### config.mk
export PLATFORM = sky130hd
export DESIGN_NAME = rst_pf_seq
export DESIGN_NICKNAME = d
export VERILOG_FILES = /design/src/rtl/rps_pkg.sv /design/src/rtl/rps_sync.sv /design/src/rtl/rps_glitch_qual.sv /design/src/rtl/rps_rec_timer.sv /design/src/rtl/rst_pf_seq.sv
export SDC_FILE = /design/constraint.sdc
export NUM_CORES = 1
export LEC_CHECK = 0
export CORE_ASPECT_RATIO = 1.2
export CORE_MARGIN = 3
export CORE_UTILIZATION = 60
export CTS_BUF_LIST = sky130_fd_sc_hd__clkbuf_8
export DETAILED_ROUTE_END_ITERATION = 12
export DONT_BUFFER_PORTS = 1
export PLACE_DENSITY = 0.76
export SLEW_MARGIN = 15
export SYNTH_ARGS = -nofsm -noshare
export SYNTH_HDL_FRONTEND = slang
export SYNTH_HIERARCHICAL = 1
export SYNTH_SLANG_ARGS = --single-unit
### constraint.sdc
create_clock -name clk -period 2.45 [get_ports clk]
set_input_delay 0.6125 -clock clk [delete_from_list [all_inputs] [get_ports clk]]
set_output_delay 0.6125 -clock clk [all_outputs]
set_load 0.1 [all_outputs]
### src/rtl/rps_pkg.sv
package rps_pkg;

  // Milliseconds for each recovery code.
  function automatic int unsigned rec_ms(input logic [1:0] code);
    case (code)
      2'd0:    return 1;
      2'd1:    return 4;
      2'd2:    return 24;
      default: return 96;
    endcase
  endfunction

  // Recovery length in clock cycles.
  function automatic int unsigned rec_cycles(input logic [1:0] code,
                                             input int unsigned cyc_per_ms);
    return rec_ms(code) * cyc_per_ms;
  endfunction

endpackage

### src/rtl/rps_sync.sv
module rps_sync #(
  parameter int unsigned W = 1,
  parameter logic [W-1:0] RST_VAL = '0
) (
  input  logic         clk,
  input  logic         rst_n,
  input  logic [W-1:0] d,
  output logic [W-1:0] q
);
  logic [W-1:0] stage1;

  always_ff @(posedge clk or negedge rst_n) begin
    if (!rst_n) begin
      stage1 <= RST_VAL;
      q      <= RST_VAL;
    end else begin
      stage1 <= d;
      q      <= stage1;
    end
  end
endmodule

### src/rtl/rps_glitch_qual.sv
module rps_glitch_qual #(
  parameter int unsigned QUAL_CYC = 20
) (
  input  logic clk,
  input  logic rst_n,
  input  logic in_n,
  output logic held
);
  localparam int unsigned QW = $clog2(QUAL_CYC + 1);
  localparam logic [QW-1:0] QMAX = QW'(QUAL_CYC);

  logic [QW-1:0] low_cnt;

  assign held = (low_cnt == QMAX);

  always_ff @(posedge clk or negedge rst_n) begin
    if (!rst_n)
      low_cnt <= '0;
    else if (in_n)
      low_cnt <= '0;
    else if (!held)
      low_cnt <= low_cnt + 1'b1;
  end
endmodule

### src/rtl/rps_rec_timer.sv
module rps_rec_timer #(
  parameter int unsigned CW = 8
) (
  input  logic          clk,
  input  logic          rst_n,
  input  logic          load,
  input  logic [CW-1:0] load_val,
  output logic          busy
);
  logic [CW-1:0] cnt;

  assign busy = (cnt != '0);

  always_ff @(posedge clk or negedge rst_n) begin
    if (!rst_n)
      cnt <= '0;
    else if (load)
      cnt <= load_val;
    else if (busy)
      cnt <= cnt - 1'b1;
  end
endmodule

### src/rtl/rst_pf_seq.sv
module rst_pf_seq #(
  parameter int unsigned CLK_HZ   = 200_000_000,
  parameter int unsigned QUAL_CYC = 20
) (
  input  logic       clk,
  input  logic       rst_n,
  input  logic       rst_req1_n,
  input  logic       rst_req2_n,
  input  logic       supply_ok,
  input  logic [1:0] pf_ok,
  input  logic [1:0] rec_sel,
  input  logic       pf_od,
  output logic       rst_out_n,
  output logic       rst_drive_en,
  output logic [1:0] pf_out,
  output logic [1:0] pf_oe
);
  localparam int unsigned CPMS   = CLK_HZ / 1000;
  localparam int unsigned MAXLEN = rps_pkg::rec_cycles(2'd3, CPMS);
  localparam int unsigned CW     = $clog2(MAXLEN + 1);
  localparam int unsigned NREQ   = 2;
  localparam int unsigned NPF    = 2;

  // Named internal events used by the checker.
  logic [NREQ-1:0] req_s;
  logic            sup_s;
  logic [NREQ-1:0] held;
  logic            qual_hold;
  logic            por_q;
  logic            rst_load;
  logic            pf_load;
  logic            rst_busy;
  logic            pf_busy;
  logic [CW-1:0]   load_val;
  logic            rst_assert;
  logic [NPF-1:0]  pf_q;

  rps_sync #(.W(NREQ + 1), .RST_VAL(3'b011)) u_sync (
    .clk(clk), .rst_n(rst_n),
    .d({supply_ok, rst_req2_n, rst_req1_n}),
    .q({sup_s, req_s})
  );

  for (genvar g = 0; g < NREQ; g++) begin : g_qual
    rps_glitch_qual #(.QUAL_CYC(QUAL_CYC)) u_qual (
      .clk(clk), .rst_n(rst_n), .in_n(req_s[g]), .held(held[g])
    );
  end

  assign qual_hold = |held;

  always_ff @(posedge clk or negedge rst_n) begin
    if (!rst_n) por_q <= 1'b1;
    else        por_q <= 1'b0;
  end

  assign load_val = CW'(rps_pkg::rec_cycles(rec_sel, CPMS));
  assign rst_load = por_q | qual_hold | ~sup_s;
  assign pf_load  = por_q | ~sup_s;

  rps_rec_timer #(.CW(CW)) u_rst_tmr (
    .clk(clk), .rst_n(rst_n), .load(rst_load), .load_val(load_val), .busy(rst_busy)
  );

  rps_rec_timer #(.CW(CW)) u_pf_tmr (
    .clk(clk), .rst_n(rst_n), .load(pf_load), .load_val(load_val), .busy(pf_busy)
  );

  assign rst_assert   = rst_busy | rst_load;
  assign rst_drive_en = rst_assert;
  assign rst_out_n    = ~rst_assert;

  for (genvar p = 0; p < NPF; p++) begin : g_pf
    always_ff @(posedge clk or negedge rst_n) begin
      if (!rst_n)                pf_q[p] <= 1'b0;
      else if (!sup_s)           pf_q[p] <= 1'b0;
      else if (pf_busy | pf_load) pf_q[p] <= 1'b1;
      else                       pf_q[p] <= pf_ok[p];
    end
    assign pf_oe[p] = pf_od ? ~pf_q[p] : 1'b1;
  end

  assign pf_out = pf_q;
endmodule

Word-level counts from Yosys, hierarchy flattened
Cells that the tools add are included.
{"block": "word_totals", "regBits": 69, "input_bits": 10, "out_inout_bits": 6}
{"block": "op_classes", "n_addsub": 4, "n_mul": 1, "n_eq_ne": 6, "n_mux": 15, "bitwise": 9, "reduce_logical": 6}
{"op": "25-bit 2-to-1 mux", "count": 4}
{"op": "25-bit nonzero test", "count": 2}
{"op": "25-bit by 1-bit subtractor with 25-bit output (second input constant)", "count": 2}
{"op": "32-bit by 12-bit multiplier with 19-bit output (second input constant)", "count": 1}
{"op": "7-bit one-hot mux with 3 select lines", "count": 1}
{"op": "5-bit 2-to-1 mux", "count": 4}
{"op": "5-bit by 1-bit adder with 5-bit output (second input constant)", "count": 2}
{"op": "5-bit equality test (second input constant)", "count": 2}
{"op": "1-bit 2-to-1 mux", "count": 6}
{"op": "1-bit OR", "count": 5}
{"op": "2-bit != test (second input constant)", "count": 2}
{"op": "1-bit NOT", "count": 4}
{"op": "2-bit nonzero test", "count": 2}
{"op": "2-bit by 1-bit equality test with 1-bit output (second input constant)", "count": 1}
{"op": "2-bit equality test (second input constant)", "count": 1}
{"op": "2-bit zero test", "count": 1}
{"op": "2-bit OR reduction", "count": 1}

Logic depth before layout (Yosys ltp)
Gate-level depths: netlist (run 1).
{"block": "depth", "ltp_word": 6, "mapped_depth": 11}

Hierarchy
Netlist (run 1), hierarchy kept.
{"mod": "rps_rec_timer", "n_inst": 2, "cells_per_inst": 166, "area_per_inst_um2": 1615.3, "seq_area_each_um2": 625.6}
{"mod": "rps_glitch_qual", "n_inst": 2, "cells_per_inst": 28, "area_per_inst_um2": 317.8, "seq_area_each_um2": 125.1}
{"mod": "rst_pf_seq", "n_inst": 1, "cells_per_inst": 45, "area_per_inst_um2": 441.7, "seq_area_each_um2": 76.3}
{"mod": "rps_sync", "n_inst": 1, "cells_per_inst": 6, "area_per_inst_um2": 155.1, "seq_area_each_um2": 155.1}

Worst setup path after synthesis (run 1)
OpenSTA, ideal clock, no wires.
{"block": "synth_timing", "path_type": "reg2out", "startpoint": "register u_rst_tmr.cnt[0]", "endpoint": "output port rst_out_n", "arrival_time_ns": 2.136, "setup_slack_ns": -0.299, "path_stages_with_launch": 9, "path_buffers": 0, "cell_sequence": "dfrtp_1 > inv_1 > ha_1 > nor4b_2 > nand3_1 > nor2_8 > inv_2 > or2_4 > inv_2"}
{"block": "synth_between", "elab_chain_cells": 3}
{"item": "from (decl)", "line": "rps_rec_timer.sv:10", "rtl": "logic [CW-1:0] cnt;"}
{"item": "from (signal assigned)", "line": "rps_rec_timer.sv:18", "rtl": "cnt <= load_val;"}
{"item": "from (signal assigned)", "line": "rps_rec_timer.sv:20", "rtl": "cnt <= cnt - 1'b1;"}
{"item": "25-bit nonzero test", "line": "rps_rec_timer.sv:12", "rtl": "assign busy = (cnt != '0);"}
{"item": "via rst_busy", "line": "rst_pf_seq.sv:32", "rtl": "logic rst_busy;"}
{"item": "1-bit OR", "line": "rst_pf_seq.sv:69", "rtl": "assign rst_assert = rst_busy | rst_load;"}
{"item": "via rst_drive_en", "line": "rst_pf_seq.sv:14", "rtl": "output logic rst_drive_en,"}
{"item": "1-bit NOT", "line": "rst_pf_seq.sv:71", "rtl": "assign rst_out_n = ~rst_assert;"}
{"item": "to (decl)", "line": "rst_pf_seq.sv:13", "rtl": "output logic rst_out_n,"}
The timed path passes the listed nets, and every way through them passes these cells.

Worst setup path in the final report (run 1)
{"block": "layout_timing", "startpoint": "register g_qual[0].u_qual.low_cnt[1]", "endpoint": "output port rst_drive_en"}
{"block": "layout_between", "elab_chain_cells": 5}
{"item": "from (decl)", "line": "rps_glitch_qual.sv:12", "rtl": "logic [QW-1:0] low_cnt;"}
{"item": "from (signal assigned)", "line": "rps_glitch_qual.sv:22", "rtl": "low_cnt <= low_cnt + 1'b1;"}
{"item": "5-bit equality test", "line": "rps_glitch_qual.sv:14", "rtl": "assign held = (low_cnt == QMAX);"}
{"item": "via held[0]", "line": "rst_pf_seq.sv:27", "rtl": "logic [NREQ-1:0] held;"}
{"item": "2-bit OR reduction", "line": "rst_pf_seq.sv:50", "rtl": "assign qual_hold = |held;"}
{"item": "1-bit OR (2 in a row)", "line": "rst_pf_seq.sv:58", "rtl": "assign rst_load = por_q | qual_hold | ~sup_s;"}
{"item": "via rst_load", "line": "rst_pf_seq.sv:30", "rtl": "logic rst_load;"}
{"item": "1-bit OR", "line": "rst_pf_seq.sv:69"}
{"item": "to (decl)", "line": "rst_pf_seq.sv:14"}
The timed path passes the listed nets, and every way through them passes these cells.

==> flow_metrics.tcl, run 1 <==
set metrics [dict create \
    status "finished with violations" \
    violations "setup timing" \
    antenna_found_initial 0 \
    vias 3539 \
    port_buffers 0 \
    cts_tree "done" \
    diodes 0 \
    place_ws_ns -0.0806 \
    clkSinkCount 69 \
    yosys-top-cells-area "dfrtp_1, ha_1, nand2_1, o21ai_0, xor2_1" \
    wl_per_cell_um 16.8 \
    muxShareOfSynthArea_pct 1.63 \
    report.final.slew_viol_count 0 \
    path_buf_inv 2 \
    globalRouteOverflowTotal 0 \
    power.density_nw_per_um2 553 \
    hold_path_class "in2async" \
    numCtsBuffers 9 \
    drt_pass1_iterations 4 \
    grt_use_total_pct 24.9 \
    dp.cells 557 \
    die_y_um 100 \
    synth_seq_area_share_pct 38.8 \
    peakVddDrop_v 0.000344 \
    maxCapViolations 0 \
    wl_met1_um 4200 \
    hold_viol 0 \
    p_leak_uw 0.00224 \
    clockBufferDepth 2 \
    core_um2 7020 \
    design_area_um2 5210 \
    die-area_um2 8510 \
    io_pins 16 \
    synth_top_family_by_area "simple AND/OR/NAND/NOR gates" \
    synth_adder_area_share_pct 6.45 \
    max_stage_delay_ns 0.40 \
    critical_path_class "reg2out" \
    hold_ws_ns 0.0832 \
    critical-path-slowest-cell "or3_4" \
    fin_crit_sh_pct 107 \
    areaGrowthSynthToFinish_pct 16.7 \
    gp_congestion 0.814 \
    wl_met3_um 330 \
    cts_root_buf "clkbuf_8" \
    post_route_cells_drive_above_1_share_pct 27.0 \
    power.total_uw 2880 \
    drc 0 \
    wl_met2_um 5140 \
    ys_warn_count 6 \
    htree_levels 3 \
    grt_pass1_vias 3599 \
    yosysTopAreaCell "dfrtp_1" \
    rsz0062_at_grt "true" \
    placed_area_um2 4780 \
    skew_ns 0.0162 \
    fin_ws_ns -0.172 \
    fmax_ghz 0.381 \
    final_nets 532 \
    synth_area_um2 4460 \
    rows 33 \
    synth-seq-cells 69 \
    grt_max_degree 65 \
    first_iter_violations 322 \
    cp_top_family "simple AND/OR/NAND/NOR gates" \
    crit_fanout 2 \
    crit_chain "inv_1 -> ha_2 -> and4b_1 -> or3_4 -> or2_4 -> buf_12" \
    synth_compound_area_share_pct 17.2 \
    grt_first_pass_wirelength_um 17100 \
    synthXorXnorAreaFrac_pct 4.91 \
    clkLatencyLatePin_ns 0.36 \
    ys_types 65 \
    critPathArrivalTime_ns 2.01 \
    async_flop_share_pct 100 \
    routed.top_layer "met4" \
    antenna_left 0 \
    finalSetupViolations 2 \
    syn-instance-count 439 \
    synth_simple_gate_area_share_pct 25.0 \
    cp-start-kind "flop" \
    vias_per_cell 5.99 \
    path_clk_slew_ns 0.09 \
    end_kind "output port" \
    syn_avg_cell_area_um2 10.2 \
    die_w_um 84.7 \
    dpl.hpwl_um 6690 \
    fin_cells 591 \
    yosysTopAreaCellShare_pct 35.9 \
    drt_wl_total_um 9920 \
    ys.flop_type "dfrtp_1" \
    synth_edf_count 0 \
    start_util_pct 63.6 \
    worstPathRequired_ns 1.84 \
    min_period_ns 2.62 \
    fill_cells 508 \
]
-- cells in the mapped netlist, types with 3 or more instances --
master,count
dfrtp_1,64
nand2_1,40
o21ai_0,30
inv_1,27
ha_1,23
nor2_1,20
xor2_1,17
o31ai_1,16
nand3_1,12
or3_1,12
clkbuf_1,8
nor4_1,8
xnor2_1,8
a311oi_1,7
a21oi_1,6
a221oi_1,6
buf_6,6
nor4_2,6
nor4_4,6
o31a_1,6
or4_1,6
a31oi_1,5
dfstp_2,5
a221oi_2,4
a2bb2oi_1,4
and4_2,4
nand2b_1,4
nand4_1,4
nand4_2,4
nand4b_1,4
nor2b_1,4
nor3_1,4
or2_2,4
inv_2,3
-- path summary, 6_finish.rpt --
path | startpoint | endpoint | slack [ns] | depth (start not counted)
worst max register to register | g_qual[0].u_qual/low_cnt[1] | u_rst_tmr/cnt[20] | 0.22 | 9
worst min-delay path | rst_n | u_sync/q[0] | 0.08 | 0
worst max-delay path | g_qual[0].u_qual/low_cnt[1] | rst_drive_en | -0.17 | 6
worst min register to register | u_sync/stage1[2] | u_sync/q[2] | 0.36 | 0
min in group clk | rst_req1_n | u_sync/stage1[0] | 0.24 | 0
max in group asynchronous | rst_n | u_pf_tmr/cnt[20] | 2.05 | 1
-- flip-flops by register name, indices dropped and copies added, names as in the netlist --
signal and cells:
u_pf_tmr/cnt 25, u_sync/q 3, g_qual.u_qual/low_cnt 10, por_q 1, u_rst_tmr/cnt 25, pf_out 2
u_sync/stage1 3
-- cells by family (layout without fill, tap and decap cells) --
kind of cell | count (synthesis) | count (layout)
buffers and inverters | 50 | 101
multiplexers | 6 | 6
adder cells (fa/ha/maj) | 23 | 23
other | 1 | 15
AO/OA/AOI/OAI | 104 | 104
XOR/XNOR | 25 | 25
AND/OR/NAND/NOR | 161 | 161
flip-flops | 69 | 69
-- where the power goes --
group | switching (uW) | total [uW] | leakage, uW | internal, uW
Sequential | 118 | 1350 | 0.000835 | 1230
Combinational | 279 | 498 | 0.00129 | 219
Clock | 459 | 1030 | 0.000112 | 571
-- metal layers --
metal	GRT usage [%]	up-vias
li1	-	1716
met1	30.9	1716
met2	42.3	85
met3	5.31	22
met4	9.87	0
met5	0	-
-- cells in the final DEF, fill, tap and decap left out, types with 4 or more instances in the layout --
cell and instances:
dfrtp_1 62, buf_4 53, nand2_1 40, o21ai_0 30, inv_1 27, ha_1 20
nor2_1 20, xor2_1 17, o31ai_1 16, conb_1 15, or3_1 12, nand3_1 11
clkbuf_8 9, xnor2_1 8, a311oi_1 7, nor4_4 7, nor4_1 7, a21oi_1 6
nor4_2 6, or4_1 6, a221oi_1 6, o31a_1 6, a31oi_1 5, dfstp_2 5
or2_2 4, and4_2 4, nor2b_1 4, nand2b_1 4, nor3_1 4, nand4b_1 4
a2bb2oi_1 4, a221oi_2 4, nand4_1 4
-- per-stage QoR --
stage          util, %  TNS [ns]
6_report          74.2    -0.320
5_1_grt           74.2    -0.493
4_1_cts           72.9    -0.345
3_5_place_dp      68.1    -0.196
3_3_place_gp      68.1         0
2_1_floorplan        -   -0.0325
-- layout make-up --
class	instances	area, um^2	area share (%)
Clock buffer	9	124	2.38
Clock inverter	7	92.6	1.78
Inverter	30	123	2.36
Multi-Input combinational cell	334	2580	49.5
Sequential cell	69	1740	33.3
Tap cell	87	109	2.09
Timing Repair Buffer	55	445	8.56
-- timing repair --
action                                  CTS  global route
gates resized for setup                   6             7
hold buffers                              1             0
setup buffers                             9             8
gates cloned                              0             0
endpoints found under the hold margin    64             0
pin swaps                                 6             7
endpoints found under the setup margin    2             2
(Power assumes the default switching activity.)
==> inputs of run 2 (changes only) <==
- CELL_PAD_IN_SITES_DETAIL_PLACEMENT: default -> 1
- CELL_PAD_IN_SITES_GLOBAL_PLACEMENT: default -> 1
- CORE_UTILIZATION: 60 -> 53
- PLACE_DENSITY: 0.76 -> default
- PLACE_DENSITY_LB_ADDON: default -> 0.1
==> flow_metrics.tcl, run 2 (synthesis gave the netlist of run 1 again) <==
set metrics [dict create \
    cp-start-kind "flop" \
    maxCapViolations 0 \
    startpoint "u_rst_tmr/cnt[0]" \
    finalSetupTns_ns -0.332 \
    antenna_found_initial 0 \
    reg_top3 "u_pf_tmr/cnt x25, u_rst_tmr/cnt x25, g_qual.u_qual/low_cnt x10" \
    worstSetupEndpoint "rst_drive_en" \
    r2r-end "u_rst_tmr/cnt[9]" \
    dp.cells 587 \
    numCtsBuffers 9 \
    vias_per_cell 5.93 \
    maxSlewHeadroom_pct 67.1 \
    report.final.slew_viol_count 0 \
    grt_pass1_vias 3945 \
    cts_root_buf "clkbuf_8" \
    design_area_um2 5230 \
    io_pins 16 \
    status "finished with violations" \
    finalSetupViolations 2 \
    power.total_uw 2840 \
    final_nets 533 \
    post_route_cells_drive_above_1_share_pct 27.5 \
    core_um2 8150 \
    skew_ns 0.0102 \
    areaGrowthSynthToFinish_pct 17.2 \
    globalRouteOverflowTotal 0 \
    path_clk_slew_ns 0.08 \
    fin_cells 619 \
    drt_wl_total_um 12000 \
    clockBufferDepth 2 \
    violations "setup timing" \
    final_common_cell "dfrtp_1" \
    die_y_um 107 \
    rows 36 \
    grt_max_degree 65 \
    clkLatencyLatePin_ns 0.36 \
    drt_pass1_iterations 4 \
    min_period_ns 2.64 \
    critical_path_class "reg2out" \
    drc 0 \
    p_leak_uw 0.00222 \
    fin_ws_ns -0.191 \
    crit_fanout 2 \
    cts_tree "done" \
    r2r_slack_ns 0.20 \
    start_util_pct 54.7 \
    antenna_left 0 \
    fin_crit_sh_pct 108 \
    first_iter_violations 114 \
    die-area_um2 9560 \
    gp_congestion 0.847 \
    diodes 0 \
    power.density_nw_per_um2 543 \
    placed_area_um2 4840 \
    rsz0062_at_grt "true" \
    grt_first_pass_wirelength_um 19600 \
    die_w_um 89.8 \
    hold_viol 0 \
    grt_use_total_pct 25.8 \
    dpl.hpwl_um 8010 \
    r2r_start "g_qual[0].u_qual/low_cnt[0]" \
    final_cell_mix "dfrtp_1, buf_4, nand2_1, o21ai_0, inv_1" \
    wl_per_cell_um 19.3 \
    critPathArrivalTime_ns 2.03 \
    fmax_ghz 0.379 \
    worst_slew_pin_slew_ns 0.489 \
    reg2regPathDepth 8 \
    end_kind "output port" \
    hold_path_class "in2async" \
    htree_levels 3 \
    place_ws_ns -0.142 \
    clkSinkCount 69 \
    port_buffers 0 \
    worstPathRequired_ns 1.84 \
    peakVddDrop_v 0.000357 \
    vias 3671 \
]
-- run 2: power by group --
group | leakage, uW | internal, uW | switching [uW] | total, uW
Sequential | 0.000836 | 1230 | 125 | 1360
Clock | 0.000100 | 496 | 474 | 970
Combinational | 0.00129 | 221 | 295 | 515
Total | 0.00222 | 1950 | 893 | 2840
-- run 2: worst max-delay path, stage by stage, from the launching register on --
cell and delay [ns]:
dfrtp_1 0.39, inv_2 0.07, ha_1 0.14, nor4b_4 0.24, nand3_2 0.19, nor2_8 0.14, inv_4 0.04, or2_4 0.29
buf_12 0.18
-- run 2: per-stage QoR --
| step | hold WS, ns | utilization (%) |
|---|---|---|
| after floorplan | 0.317 | - |
| after global placement | 0.319 | 59.3 |
| after detailed placement | 0.319 | 59.3 |
| after CTS | 0.0731 | 63.1 |
| after global routing | 0.0728 | 64.1 |
| final | 0.0872 | 64.1 |
-- run 2: how the worst min path moves through the flow --
stage	depth (start not counted)	slack (ns)	start	to
after floorplan	0	0.32	rst_n	g_qual[0].u_qual/low_cnt[0]
after global placement	0	0.32	rst_n	g_qual[0].u_qual/low_cnt[2]
after detailed placement	0	0.32	rst_n	g_qual[0].u_qual/low_cnt[2]
after CTS	0	0.07	rst_n	u_sync/q[0]
after global routing	0	0.07	rst_n	u_sync/q[1]
final	0	0.09	rst_n	u_sync/stage1[0]
-- run 2: timing repair --
item                                    4_1_cts  5_1_grt
resized for setup                             6        8
hold endpoints to repair                     64        0
endpoints found under the setup margin        2       13
buffers inserted                              7        8
hold buffers                                  1        0
pin swaps                                     7        4
-- run 2: final cells by class --
| type | count | area, um^2 |
|---|---|---|
| clock inverters | 6 | 62.6 |
| multi-input cells | 334 | 2570 |
| flip-flops and latches | 69 | 1740 |
| inverters | 30 | 131 |
| fillers | 898 | 2920 |
| repair buffers | 56 | 453 |
| well taps | 114 | 143 |
| clock buffers | 10 | 138 |
-- run 2: routing by layer --
metal  share of wire (%)  track usage [%]  vias up
li1                    -                -     1724
met1                  41             30.5     1856
met2                  53             45.5       61
met3                 2.2             2.76       30
met4                 3.9             15.1        0
met5                   0                0        -
==> inputs of run 3 (changes only) <==
- PLACE_DENSITY: default -> 0.95
- PLACE_DENSITY_LB_ADDON: 0.1 -> default
==> flow_metrics.tcl, run 3 (synthesis gave the netlist of run 1 again) <==
set metrics [dict create \
    vias_per_cell 6.68 \
    r2r_slack_ns 0.01 \
    reg_top3 "u_pf_tmr/cnt x25, u_rst_tmr/cnt x25, g_qual.u_qual/low_cnt x10" \
    min_period_ns 2.73 \
    peakVddDrop_v 0.000415 \
    critical_path_depth 8 \
    fin_crit_sh_pct 111 \
    place_ws_ns -0.249 \
    power.density_nw_per_um2 611 \
    crit_chain "inv_2 -> ha_4 -> nor4b_4 -> nand3_2 -> nor2_8 -> inv_4 -> or2_4 -> buf_12" \
    status "finished with violations" \
    drc 0 \
    report.final.slew_viol_count 0 \
    io_pins 16 \
    globalRouteOverflowTotal 0 \
    critical-path-slowest-cell "dfrtp_1" \
    antenna_found_initial 0 \
    diodes 0 \
    hold_path_class "in2async" \
    clkLatencyLatePin_ns 0.37 \
    crit_fanout 2 \
    p_sw_share_pct 31.0 \
    critical_path_class "reg2out" \
    grt_first_pass_wirelength_um 23400 \
    r2r_start "u_rst_tmr/cnt[0]" \
    grt_use_total_pct 31.4 \
    seqPwrFrac_pct 42.7 \
    clockBufferDepth 2 \
    p_leak_uw 0.00225 \
    wl_met3_um 1030 \
    end_kind "output port" \
    p_switching_uw 1000 \
    rows 36 \
    die_y_um 107 \
    clkSinkCount 69 \
    path_clk_slew_ns 0.09 \
    antenna_left 0 \
    die-area_um2 9560 \
    fill_cells 881 \
    worstPathRequired_ns 1.84 \
    clockPowerShare_pct 39.7 \
    wl_met1_um 5650 \
    vias 4099 \
    critPathArrivalTime_ns 2.12 \
    skew_ns 0.0124 \
    numCtsBuffers 9 \
    worst_slew_pin_slew_ns 0.706 \
    routed.top_layer "met4" \
    maxCapViolations 0 \
    internal_power_uw 2230 \
    gp_congestion 0.839 \
    grt_max_degree 65 \
    startpoint "u_rst_tmr/cnt[0]" \
    cts_root_buf "clkbuf_8" \
    cts_tree "done" \
    die_w_um 89.8 \
    violations "setup timing" \
    worstSetupEndpoint "rst_drive_en" \
    core_um2 8150 \
    drt_wl_total_um 16300 \
    fin_ws_ns -0.279 \
    finalSetupViolations 3 \
    maxSlewHeadroom_pct 52.5 \
    cp_top_family "simple AND/OR/NAND/NOR gates" \
    max_stage_delay_ns 0.40 \
    dpl.hpwl_um 8740 \
    cp-start-kind "flop" \
    start_util_pct 54.7 \
    htree_levels 3 \
    wl_met2_um 8170 \
    wl_per_cell_um 26.5 \
    drt_pass1_iterations 5 \
    port_buffers 0 \
    path_buf_inv 3 \
    p_comb_share_pct 17.6 \
    final_common_cell "dfrtp_1" \
    hold_viol 0 \
    r2r-end "u_rst_tmr/cnt[18]" \
    first_iter_violations 378 \
    final_cell_mix "dfrtp_1, buf_4, nand2_1, o21ai_0, inv_1" \
    areaGrowthSynthToFinish_pct 18.6 \
    fmax_ghz 0.366 \
    grt_pass1_vias 4224 \
    rsz0062_at_grt "true" \
    post_route_cells_drive_above_1_share_pct 27.4 \
    finalSetupTns_ns -0.558 \
    final_nets 528 \
    reg2regPathDepth 8 \
]
## run 3: worst register-to-register path: cells and delay by family, from the launching register on
kind	cells	cell delay (ns)
AO/OA/AOI/OAI	1	0.43
adder cells (fa/ha/maj)	1	0.21
buffers and inverters	3	0.31
flip-flops	1	0.40
AND/OR/NAND/NOR	3	0.96
## run 3: what timing repair did
action                                  4_1_cts  5_1_grt
cloned                                        0        0
hold buffers                                  1        0
endpoints found under the setup margin        4       16
resized for setup                            14        6
endpoints found under the hold margin        64        0
pin swaps                                     7        6
buffers inserted                             10        5
## run 3: power by group through the flow
stage | combinational (uW) | clock (uW) | sequential (uW)
floorplan | 326 | 0 | 1360
global placement | 413 | 0 | 1370
detailed placement | 449 | 0 | 1380
CTS | 527 | 1270 | 1370
global route | 606 | 1340 | 1390
finish | 570 | 1280 | 1380
## run 3: area by class of cell
type | instances | area (um^2) | area share (%)
clock buffers | 9 | 124 | 2.34
multi-input cells | 334 | 2610 | 49.3
repair buffers | 51 | 415 | 7.85
clock inverters | 7 | 138 | 2.60
flip-flops and latches | 69 | 1740 | 32.8
well taps | 114 | 143 | 2.69
inverters | 30 | 126 | 2.39
## run 3: metal layers
layer  vias up  global-route usage (%)
met2       224                    55.5
met4         0                    21.6
met5         -                       0
met3       106                    5.59
met1      2054                    34.3
li1       1715                       -
## run 3: how the worst min path moves through the flow
stage	slack, ns	end	from	cells after the start
2_1_floorplan	0.32	g_qual[0].u_qual/low_cnt[0]	rst_n	0
3_3_place_gp	0.32	g_qual[0].u_qual/low_cnt[0]	rst_n	0
3_5_place_dp	0.32	g_qual[0].u_qual/low_cnt[0]	rst_n	0
4_1_cts	0.07	por_q	rst_n	0
5_1_grt	0.06	u_sync/stage1[0]	rst_n	0
6_report	0.07	u_sync/stage1[0]	rst_n	0
## run 3: through the flow
step           area [um^2]  total power, uW  hold WS [ns]  instances  util (%)
4_1_cts               5220             3170        0.0715        609      64.1
6_report              5290             3230        0.0748        614      64.9
5_1_grt               5290             3330        0.0604        614      64.9
2_1_floorplan         4530             1680         0.317        453         -
3_5_place_dp          4800             1830         0.319        582      58.9
3_3_place_gp          4800             1780         0.319        582      58.9
